--- config.mk ---
export PLATFORM = sky130hd
export DESIGN_NAME = dreg_xfer
export DESIGN_NICKNAME = d
export VERILOG_FILES = /design/src/rtl/dreg_xfer_pkg.sv /design/src/rtl/dreg_prog_timer.sv /design/src/rtl/dreg_store.sv /design/src/rtl/dreg_ctrl.sv /design/src/rtl/dreg_xfer.sv
export SDC_FILE = /design/constraint.sdc
export NUM_CORES = 1
export LEC_CHECK = 0
export BUFFER_PORTS_ARGS = -buffer_cell sky130_fd_sc_hd__buf_2
export CAP_MARGIN = 30
export CORE_AREA = 5 5 104 106
export DETAILED_ROUTE_END_ITERATION = 10
export DIE_AREA = 0 0 109 111
export GPL_ROUTABILITY_DRIVEN = 0
export PLACE_DENSITY_LB_ADDON = 0.08
export SYNTH_ARGS = -nofsm -noshare
export SYNTH_HDL_FRONTEND = slang
export SYNTH_SLANG_ARGS = --single-unit
--- constraint.sdc ---
create_clock -name clk -period 3.6 [get_ports clk]
set_clock_uncertainty 0.2 [all_clocks]
set_input_delay 0.36 -clock clk [delete_from_list [all_inputs] [get_ports clk]]
set_output_delay 0.36 -clock clk [all_outputs]
set_load 0.02 [all_outputs]
--- src/rtl/dreg_xfer_pkg.sv ---
package dreg_xfer_pkg;

    typedef enum logic [2:0] {
        OP_NOP    = 3'd0,
        OP_HOSTWR = 3'd1,
        OP_LOAD   = 3'd2,
        OP_SAVE   = 3'd3,
        OP_GLOAD  = 3'd4,
        OP_GSAVE  = 3'd5
    } xfer_op_e;

    typedef enum logic [1:0] {
        S_RECALL  = 2'd0,
        S_IDLE    = 2'd1,
        S_PROGRAM = 2'd2
    } bank_state_e;

endpackage

--- src/rtl/dreg_prog_timer.sv ---
module dreg_prog_timer #(
    parameter int CYCLES = 20
) (
    input  logic clk,
    input  logic rst_n,
    input  logic start,
    output logic last
);
    localparam int CW = $clog2(CYCLES + 1);

    logic [CW-1:0] cnt_q;

    always_ff @(posedge clk or negedge rst_n) begin
        if (!rst_n)
            cnt_q <= '0;
        else if (start)
            cnt_q <= CW'(CYCLES);
        else if (cnt_q != '0)
            cnt_q <= cnt_q - 1'b1;
    end

    // final count of the interval: the controller leaves programming here
    assign last = (cnt_q == CW'(1));
endmodule

--- src/rtl/dreg_store.sv ---
module dreg_store #(
    parameter int NPOT = 2,
    parameter int NREG = 4,
    parameter int DW   = 6,
    parameter logic [NPOT*NREG*DW-1:0] INIT = '0,
    localparam int IW = (NREG > 1) ? $clog2(NREG) : 1,
    localparam int PW = (NPOT > 1) ? $clog2(NPOT) : 1
) (
    input  logic               clk,
    input  logic               rst_n,
    input  logic [NPOT-1:0]    we,
    input  logic [IW-1:0]      widx,
    input  logic               use_host,
    input  logic [DW-1:0]      host_data,
    input  logic [NPOT*DW-1:0] wiper_data,
    input  logic [IW-1:0]      ld_idx,
    output logic [NPOT*DW-1:0] ld_data,
    input  logic [PW-1:0]      rd_pot,
    input  logic [IW-1:0]      rd_idx,
    output logic [DW-1:0]      rd_data
);
    logic [NPOT*DW-1:0] rd_flat;

    for (genvar p = 0; p < NPOT; p++) begin : g_pot
        logic [DW-1:0] slot_q [NREG];

        always_ff @(posedge clk or negedge rst_n) begin
            if (!rst_n) begin
                for (int r = 0; r < NREG; r++)
                    slot_q[r] <= INIT[(p*NREG+r)*DW +: DW];
            end else if (we[p]) begin
                slot_q[widx] <= use_host ? host_data : wiper_data[p*DW +: DW];
            end
        end

        assign ld_data[p*DW +: DW] = slot_q[ld_idx];
        assign rd_flat[p*DW +: DW] = slot_q[rd_idx];
    end

    assign rd_data = rd_flat[rd_pot*DW +: DW];
endmodule

--- src/rtl/dreg_ctrl.sv ---
module dreg_ctrl
    import dreg_xfer_pkg::*;
#(
    parameter int NPOT = 2,
    parameter int NREG = 4,
    localparam int IW = (NREG > 1) ? $clog2(NREG) : 1,
    localparam int PW = (NPOT > 1) ? $clog2(NPOT) : 1
) (
    input  logic            clk,
    input  logic            rst_n,
    input  logic            cmd_stb,
    input  logic [2:0]      cmd_op,
    input  logic [PW-1:0]   cmd_pot,
    input  logic [IW-1:0]   cmd_reg,
    input  logic            cmd_acked,
    input  logic            tmr_last,
    output logic [NPOT-1:0] we,
    output logic [IW-1:0]   widx,
    output logic            use_host,
    output logic [IW-1:0]   ld_idx,
    output logic [NPOT-1:0] wload,
    output logic            tmr_start,
    output logic            busy
);
    bank_state_e state_q, state_d;
    xfer_op_e    op;
    logic [NPOT-1:0] pot_mask;
    logic            changes_slot;

    assign op       = xfer_op_e'(cmd_op);
    assign pot_mask = NPOT'(1) << cmd_pot;
    assign changes_slot = cmd_stb &&
                          ((op == OP_HOSTWR && cmd_acked) ||
                           op == OP_SAVE || op == OP_GSAVE);

    // state register
    always_ff @(posedge clk or negedge rst_n) begin
        if (!rst_n) state_q <= S_RECALL;
        else        state_q <= state_d;
    end

    // transitions
    always_comb begin
        state_d = state_q;
        unique case (state_q)
            S_RECALL:  state_d = S_IDLE;
            S_IDLE:    if (changes_slot) state_d = S_PROGRAM;
            S_PROGRAM: if (tmr_last)     state_d = S_IDLE;
            default:   state_d = S_RECALL;
        endcase
    end

    // outputs
    always_comb begin
        we        = '0;
        widx      = cmd_reg;
        use_host  = 1'b0;
        ld_idx    = cmd_reg;
        wload     = '0;
        tmr_start = 1'b0;
        busy      = 1'b1;
        unique case (state_q)
            S_RECALL: begin
                ld_idx = '0;
                wload  = '1;
            end
            S_IDLE: begin
                busy = 1'b0;
                if (cmd_stb) begin
                    case (op)
                        OP_HOSTWR: if (cmd_acked) begin
                            we        = pot_mask;
                            use_host  = 1'b1;
                            tmr_start = 1'b1;
                        end
                        OP_LOAD:  wload = pot_mask;
                        OP_SAVE: begin
                            we        = pot_mask;
                            tmr_start = 1'b1;
                        end
                        OP_GLOAD: wload = '1;
                        OP_GSAVE: begin
                            we        = '1;
                            tmr_start = 1'b1;
                        end
                        default: ;
                    endcase
                end
            end
            S_PROGRAM: ;
            default: ;
        endcase
    end
endmodule

--- src/rtl/dreg_xfer.sv ---
module dreg_xfer #(
    parameter int NPOT      = 2,
    parameter int NREG      = 4,
    parameter int DW        = 6,
    parameter int NV_CYCLES = 20,
    parameter logic [NPOT*NREG*DW-1:0] INIT =
        {6'h1C, 6'h01, 6'h3E, 6'h2A, 6'h07, 6'h33, 6'h0A, 6'h15}
) (
    input  logic                                       clk,
    input  logic                                       rst_n,
    input  logic                                       cmd_stb,
    input  logic [2:0]                                 cmd_op,
    input  logic [((NPOT > 1) ? $clog2(NPOT) : 1)-1:0] cmd_pot,
    input  logic [((NREG > 1) ? $clog2(NREG) : 1)-1:0] cmd_reg,
    input  logic [DW-1:0]                              cmd_data,
    input  logic                                       cmd_acked,
    input  logic [NPOT*DW-1:0]                         wiper_cur,
    input  logic [((NPOT > 1) ? $clog2(NPOT) : 1)-1:0] rd_pot,
    input  logic [((NREG > 1) ? $clog2(NREG) : 1)-1:0] rd_reg,
    output logic [DW-1:0]                              rd_data,
    output logic [NPOT-1:0]                            wload,
    output logic [NPOT*DW-1:0]                         wload_data,
    output logic                                       busy
);
    localparam int IW = (NREG > 1) ? $clog2(NREG) : 1;

    logic [NPOT-1:0] we;
    logic [IW-1:0]   widx;
    logic [IW-1:0]   ld_idx;
    logic            use_host;
    logic            tmr_start;
    logic            tmr_last;

    dreg_ctrl #(.NPOT(NPOT), .NREG(NREG)) u_ctrl (
        .clk       (clk),
        .rst_n     (rst_n),
        .cmd_stb   (cmd_stb),
        .cmd_op    (cmd_op),
        .cmd_pot   (cmd_pot),
        .cmd_reg   (cmd_reg),
        .cmd_acked (cmd_acked),
        .tmr_last  (tmr_last),
        .we        (we),
        .widx      (widx),
        .use_host  (use_host),
        .ld_idx    (ld_idx),
        .wload     (wload),
        .tmr_start (tmr_start),
        .busy      (busy)
    );

    dreg_store #(.NPOT(NPOT), .NREG(NREG), .DW(DW), .INIT(INIT)) u_store (
        .clk        (clk),
        .rst_n      (rst_n),
        .we         (we),
        .widx       (widx),
        .use_host   (use_host),
        .host_data  (cmd_data),
        .wiper_data (wiper_cur),
        .ld_idx     (ld_idx),
        .ld_data    (wload_data),
        .rd_pot     (rd_pot),
        .rd_idx     (rd_reg),
        .rd_data    (rd_data)
    );

    dreg_prog_timer #(.CYCLES(NV_CYCLES)) u_timer (
        .clk   (clk),
        .rst_n (rst_n),
        .start (tmr_start),
        .last  (tmr_last)
    );
endmodule

==> results of run 1 <==
==> cell type report <==
type,instances,area [um2],area share
inverter,4,15.0,0.00389
multi-input combinational,237,1850,0.480
tap,133,166,0.0431
timing repair buffer,60,325,0.0842
sequential,55,1410,0.364
clock buffer,5,68.8,0.0178
clock inverter,3,27.5,0.00713
==> state kept, by name, indices dropped and copies added, names as in the netlist <==
signal	count
u_ctrl.state_q	2
u_timer.cnt_q	5
u_store.g_pot.slot_q	48
==> where the power goes <==
part,switching [mW],total (mW),internal (mW)
clock network,0.226,0.370,0.144
registers,0.172,1.02,0.848
logic,0.574,0.992,0.418
total,0.972,2.38,1.41
==> cells in the mapped netlist (all sizes together), types with 2 or more instances <==
master,number
nand2,56
o21ai,32
dfrtp,31
nor2,30
a21oi,26
dfstp,24
buf,19
a31oi,12
mux2i,12
mux4,12
o22ai,12
mux2,6
a2111oi,4
inv,4
o2111ai,4
o21a,4
clkbuf,3
nand2b,3
ha,2
nor3,2
nor3b,2
==> per-layer routing <==
layer | part of all wire | wire length, um | GRT usage
met1 | 0.48 | 4290 | 0.216
met2 | 0.48 | 4280 | 0.244
met3 | 0.031 | 272 | 0.0291
met4 | 0.0066 | 59 | 0.0278
met5 | 0 | 0 | 0
==> worst max-delay path, stage by stage (launching register included) <==
cell      delay [ns]
dfrtp_1         0.54
o21a_1          0.24
buf_4           0.19
nand2b_1        0.46
o22ai_1         0.15
a31oi_1         0.22
buf_2           0.20
==> final timing paths <==
| path | start | to | slack (ns) | cells after the start |
|---|---|---|---|---|
| hold / removal | wiper_cur[3] | u_store.g_pot[0].slot_q[15] | 0.18 | 3 |
| max in group asynchronous | rst_n | u_store.g_pot[0].slot_q[10] | 1.98 | 3 |
| min in group asynchronous | rst_n | u_store.g_pot[1].slot_q[7] | 0.46 | 2 |
| setup reg to reg | u_ctrl.state_q[0] | u_store.g_pot[0].slot_q[19] | 1.17 | 4 |
| setup / recovery | u_ctrl.state_q[0] | wload_data[5] | 0.73 | 6 |
| hold reg to reg | u_store.g_pot[1].slot_q[3] | u_store.g_pot[1].slot_q[3] | 0.28 | 2 |
==> cells by family after synthesis <==
kind of cell    share of synthesized area
compound gates                      0.221
simple gates                        0.140
flops                               0.411
mux                                 0.170
buf+inv                            0.0475
fa+ha+maj                         0.00731
xor+xnor                          0.00256
==> stage by stage <==
stage               setup slack (ns)  hold WS [ns]   util  cell area, um2
floorplan                       1.53        -0.136      -            3420
global placement                1.08         0.260  0.387            3750
detailed placement              1.05         0.264  0.388            3760
CTS                            0.694         0.173  0.399            3860
global route                   0.553         0.168  0.399            3860
finish                         0.734         0.182  0.399            3860
==> qor.csv, run 1 <==
stage,metric,value,unit
layout,"most common cell after layout, fill and taps aside",nand2_1,
sta,achievable frequency,0.349,GHz
yosys,dominant cell type by area after synthesis,dfrtp_1,
clocking,total CTS buffers,5,
yosys,"Seq/Total Area, Yosys",0.411,
yosys,dominant synthesized flop cell,dfrtp_1,
clocking,Worst-path clk slew,0.11,ns
flow_run,Max Cap Viol,0,
placement,Port Buf Inserts,51,
clocking,Clock Latency Late Sink,0.31,ns
layout,"commonest cells after routing, fill and taps aside","nand2_1, buf_2, dfrtp_1",
layout,Antenna diodes,0,
power,Final Power,2.38,mW
yosys,Post-synth EDFFs,0,
routing,Routed WL,8900,um
routing,via count,2519,
routing,post-route DRC violation count,0,
critical_path,Setup CP Type,reg2out,
layout,Area Overhead vs Synth,12.9,%
power,leakage,1.52,nW
critical_path,CP required,3.04,ns
layout,nets,396,
critical_path,Setup crit start kind,flip-flop,
layout,Finished Layout Cells,497,
floorplanning,num rows,36,
floorplanning,die width,109,um
global_route,vias in the first global route,2462,
floorplanning,Core ar.,9680,um2
layout,share of cells above drive strength 1,0.418,
sta,Pins Over Slew Limit,0,
global_route,largest net degree at the start of global routing,33,
floorplanning,Initial Util,0.353,
yosys,count of different cell masters after synthesis,49,
yosys,synth top area cells,"dfrtp_1, dfstp_2, mux4_2, mux2i_4, nand2_1",
clocking,CTS Hold Buffers Added,1,
placement,DPL Wire Length,6460,um
critical_path,CP max FO,14,
yosys,Synth Cell Area,3420,um2
routing,drt wl/cell,17.9,um
global_route,total gr overflow,0,
status,outcome,"complete, no violations",
power,PD cells,617,nW/um2
floorplanning,Die ar.,12100,um2
global_route,Total GRT Usage,0.153,
sta,Worst-Margin Slew,0.978,ns
global_route,initial antenna violation count,0,
critical_path,CP Capture Type,primary output,
yosys,Yosys top cell area share,0.227,
sta,setup TNS,0,ns
clocking,CTS H-Tree Depth,2,
routing,DR pass1 iterations,4,
floorplanning,# IOs,52,
yosys,synth warn,0,
clocking,TritonCTS clock tree,done,
sta,Final Hold Vio Count,0,
global_route,global-route wire length before repair,14100,um
yosys,asr flop ratio synth,1.00,
sta,RSZ-0062 raised after global routing,false,
sta,endpoints failing setup,0,
yosys,Mapped Cells,318,
clocking,clk buf depth,2,
routing,antenna-violating nets left,0,
yosys,syn_nets,351,
sta,Tmin final,2.87,ns
placement,dpl cells,488,
floorplanning,DIE HEIGHT,111,um
clocking,Sink Count,55,
layout,# fillers,998,
clocking,Root Driver,clkbuf_8,
min_path,Hold WC Path Type,in2reg,
critical_path,CP Data Arrival Time,2.31,ns
routing,routed vias/inst,5.07,
yosys,Avg Synthesized Cell Area,10.8,um2
clocking,setup bufs post-CTS,0,
routing,DR iter-0 viols,68,
sta,final critical-path share of the clock period,0.796,
power,peak supply drop,0.222,mV
sta,Max-slew headroom,0.348,
yosys,Seq cells post-synth,55,
clocking,post-cts sizing count,0,
Note: power is estimated with default switching activity, not from simulation.
==> run 2: changes to the inputs <==
==> constraint.sdc (replaced) <==
create_clock -name clk -period 2.6 [get_ports clk]
set_clock_uncertainty 0.2 [all_clocks]
set_input_delay 0.26 -clock clk [delete_from_list [all_inputs] [get_ports clk]]
set_output_delay 0.26 -clock clk [all_outputs]
set_load 0.02 [all_outputs]
==> run 2 against run 1 <==
- die area did not move
- non-clock buffer count rose by 7
- first-iteration DRC count rose by 130%
- sequential power rose by 41%
- utilization rose by 0.80 points
- worst hold slack got worse by 0.11 ns
- critical path depth did not move
- combinational power rose by 41%
- cell count rose by 1.4%
- sequential share of layout area fell by 0.72 points
==> qor.csv, run 2 (synthesized netlist as in run 1, its figures left out) <==
stage,metric,value,unit,change
floorplanning,die width,109,um,unchanged
critical_path,CP Capture Type,primary output,,
routing,DR pass1 iterations,4,,unchanged
layout,max reg flops,48,,unchanged
placement,DPL Wire Length,6810,um,+5.4%
sta,achievable frequency,0.415,GHz,
power,PD cells,854,nW/um2,+38%
flow_run,Max Cap Viol,0,,unchanged
floorplanning,DIE HEIGHT,111,um,unchanged
sta,Final Hold Vio Count,0,,unchanged
floorplanning,# IOs,52,,unchanged
routing,Routed WL,9340,um,+5.0%
power,leakage,1.57,nW,+3.0%
status,outcome,"complete, no violations",,
critical_path,Critical Path Source,u_ctrl.state_q[0],,
critical_path,CP required,2.14,ns,-0.90 ns
layout,largest register by flop count,u_store.g_pot.slot_q,,
routing,post-route DRC violation count,0,,unchanged
floorplanning,num rows,36,,unchanged
clocking,CTS H-Tree Depth,2,,unchanged
placement,Port Buf Inserts,51,,unchanged
power,Final Power,3.36,mW,+41%
layout,Area Overhead vs Synth,15.1,%,
floorplanning,Initial Util,0.353,,unchanged
sta,setup TNS,0,ns,unchanged
sta,Tmin final,2.41,ns,
global_route,initial antenna violation count,0,,unchanged
critical_path,Setup CP Type,reg2out,,
global_route,Total GRT Usage,0.161,,+0.00833
min_path,Hold WC Path Type,in2reg,,
clocking,Root Driver,clkbuf_8,,
layout,nets,403,,+1.8%
sta,final critical-path share of the clock period,0.927,,
critical_path,Setup crit start kind,flip-flop,,
floorplanning,Die ar.,12100,um2,unchanged
clocking,TritonCTS clock tree,done,,
layout,share of cells above drive strength 1,0.429,,+0.0110
sta,Max-slew headroom,0.686,,+0.339
critical_path,Critical Path Max Stage Delay,0.55,ns,about the same
critical_path,CP max FO,14,,unchanged
sta,Pins Over Slew Limit,0,,unchanged
min_path,HP Start,wiper_cur[10],,
placement,placed cell area,3830,um2,+2.1%
layout,largest registers,"u_store.g_pot.slot_q (48), u_timer.cnt_q (5), u_ctrl.state_q (2)",,
routing,antenna-violating nets left,0,,unchanged
sta,RSZ-0062 raised after global routing,false,,
layout,Final Instance Area,3940,um2,+2.0%
critical_path,CP Data Arrival Time,1.95,ns,-0.36 ns
global_route,global-route wire length before repair,15100,um,+7.2%
layout,"most common cell after layout, fill and taps aside",nand2_1,,
routing,DR iter-0 viols,158,,+130%
global_route,total gr overflow,0,,unchanged
critical_path,reg2reg start,u_ctrl.state_q[0],,
global_route,largest net degree at the start of global routing,51,,+55%
layout,"commonest cells after routing, fill and taps aside","nand2_1, buf_2, dfrtp_1",,
power,peak supply drop,0.300,mV,+35%
routing,via count,2613,,+3.7%
routing,drt wl/cell,18.5,um,+3.5%
critical_path,crit path cell chain,"o21a_1, nand2b_1, buf_4, o22ai_1, a31oi_1, buf_2",,
clocking,clk buf depth,2,,unchanged
sta,Worst-Margin Slew,0.457,ns,-0.521 ns
floorplanning,Core ar.,9680,um2,unchanged
clocking,total CTS buffers,5,,unchanged
clocking,Worst-path clk slew,0.12,ns,about the same
layout,# fillers,964,,-3.4%
clocking,Clock Latency Late Sink,0.31,ns,about the same
global_route,vias in the first global route,2631,,+6.9%
clocking,post-cts sizing count,0,,unchanged
sta,endpoints failing setup,0,,unchanged
critical_path,Worst path slowest cell,dfrtp_1,,
routing,routed vias/inst,5.18,,+2.3%
layout,Antenna diodes,0,,unchanged
clocking,Sink Count,55,,unchanged
[run 2: changes by cell type in the layout (fill, tap and decap cells not counted), sizes merged]
cell	previous run	this run
buf	59	66
[run 2: per-layer routing]
| layer | wire length (um) | up-vias | track usage |
|---|---|---|---|
| li1 | - | 1269 | - |
| met1 | 4530 | 1257 | 0.252 |
| met2 | 4190 | 81 | 0.232 |
| met3 | 565 | 6 | 0.0291 |
| met4 | 65 | 0 | 0.0278 |
| met5 | 0 | - | 0 |
[run 2: timing repair]
| item | 4_1_cts | 5_1_grt |
|---|---|---|
| hold buffers | 1 | 0 |
| buffers inserted | 0 | 0 |
| hold endpoints to repair | 31 | 0 |
| setup endpoints to repair | 0 | 0 |
[run 2: final timing paths]
check	to	slack (ns)	cells past startpoint
setup / recovery	wload_data[2]	0.19	6
hold / removal	u_store.g_pot[1].slot_q[22]	0.07	3
setup reg to reg	u_store.g_pot[0].slot_q[8]	0.40	5
hold reg to reg	u_store.g_pot[0].slot_q[0]	0.28	2
max in group asynchronous	u_store.g_pot[0].slot_q[11]	1.49	3
min in group asynchronous	u_ctrl.state_q[1]	0.13	2
[run 2: cell type report]
type	instances	area [um2]	area share
flip-flops and latches	55	1410	0.357
repair buffers	67	403	0.102
inverters	4	15.0	0.00381
well taps	133	166	0.0422
clock buffers	5	68.8	0.0175
clock inverters	3	27.5	0.00699
multi-input cells	237	1850	0.470
[run 2: metrics by stage]
stage / hold WS [ns] / cells / setup WS (ns) / util
after global placement: -0.0807 / 495 / 0.419 / 0.396
after floorplan: -0.236 / 318 / 0.625 / -
final: 0.0705 / 504 / 0.189 / 0.407
after CTS: 0.0587 / 504 / 0.178 / 0.407
after global routing: 0.0584 / 504 / 0.112 / 0.407
after detailed placement: -0.0791 / 495 / 0.391 / 0.396
[run 2: where the power goes]
part	internal (mW)	switching (mW)
logic	0.602	0.799
clock network	0.199	0.322
registers	1.18	0.267
total	1.98	1.39
[run 2: worst max-delay path, delay by kind of cell (launching register included)]
family                 cells  cell delay (ns)
AOI/OAI and AO/OA          3             0.59
buffers and inverters      2             0.42
DFF                        1             0.55
and+or+nand+nor            1             0.06
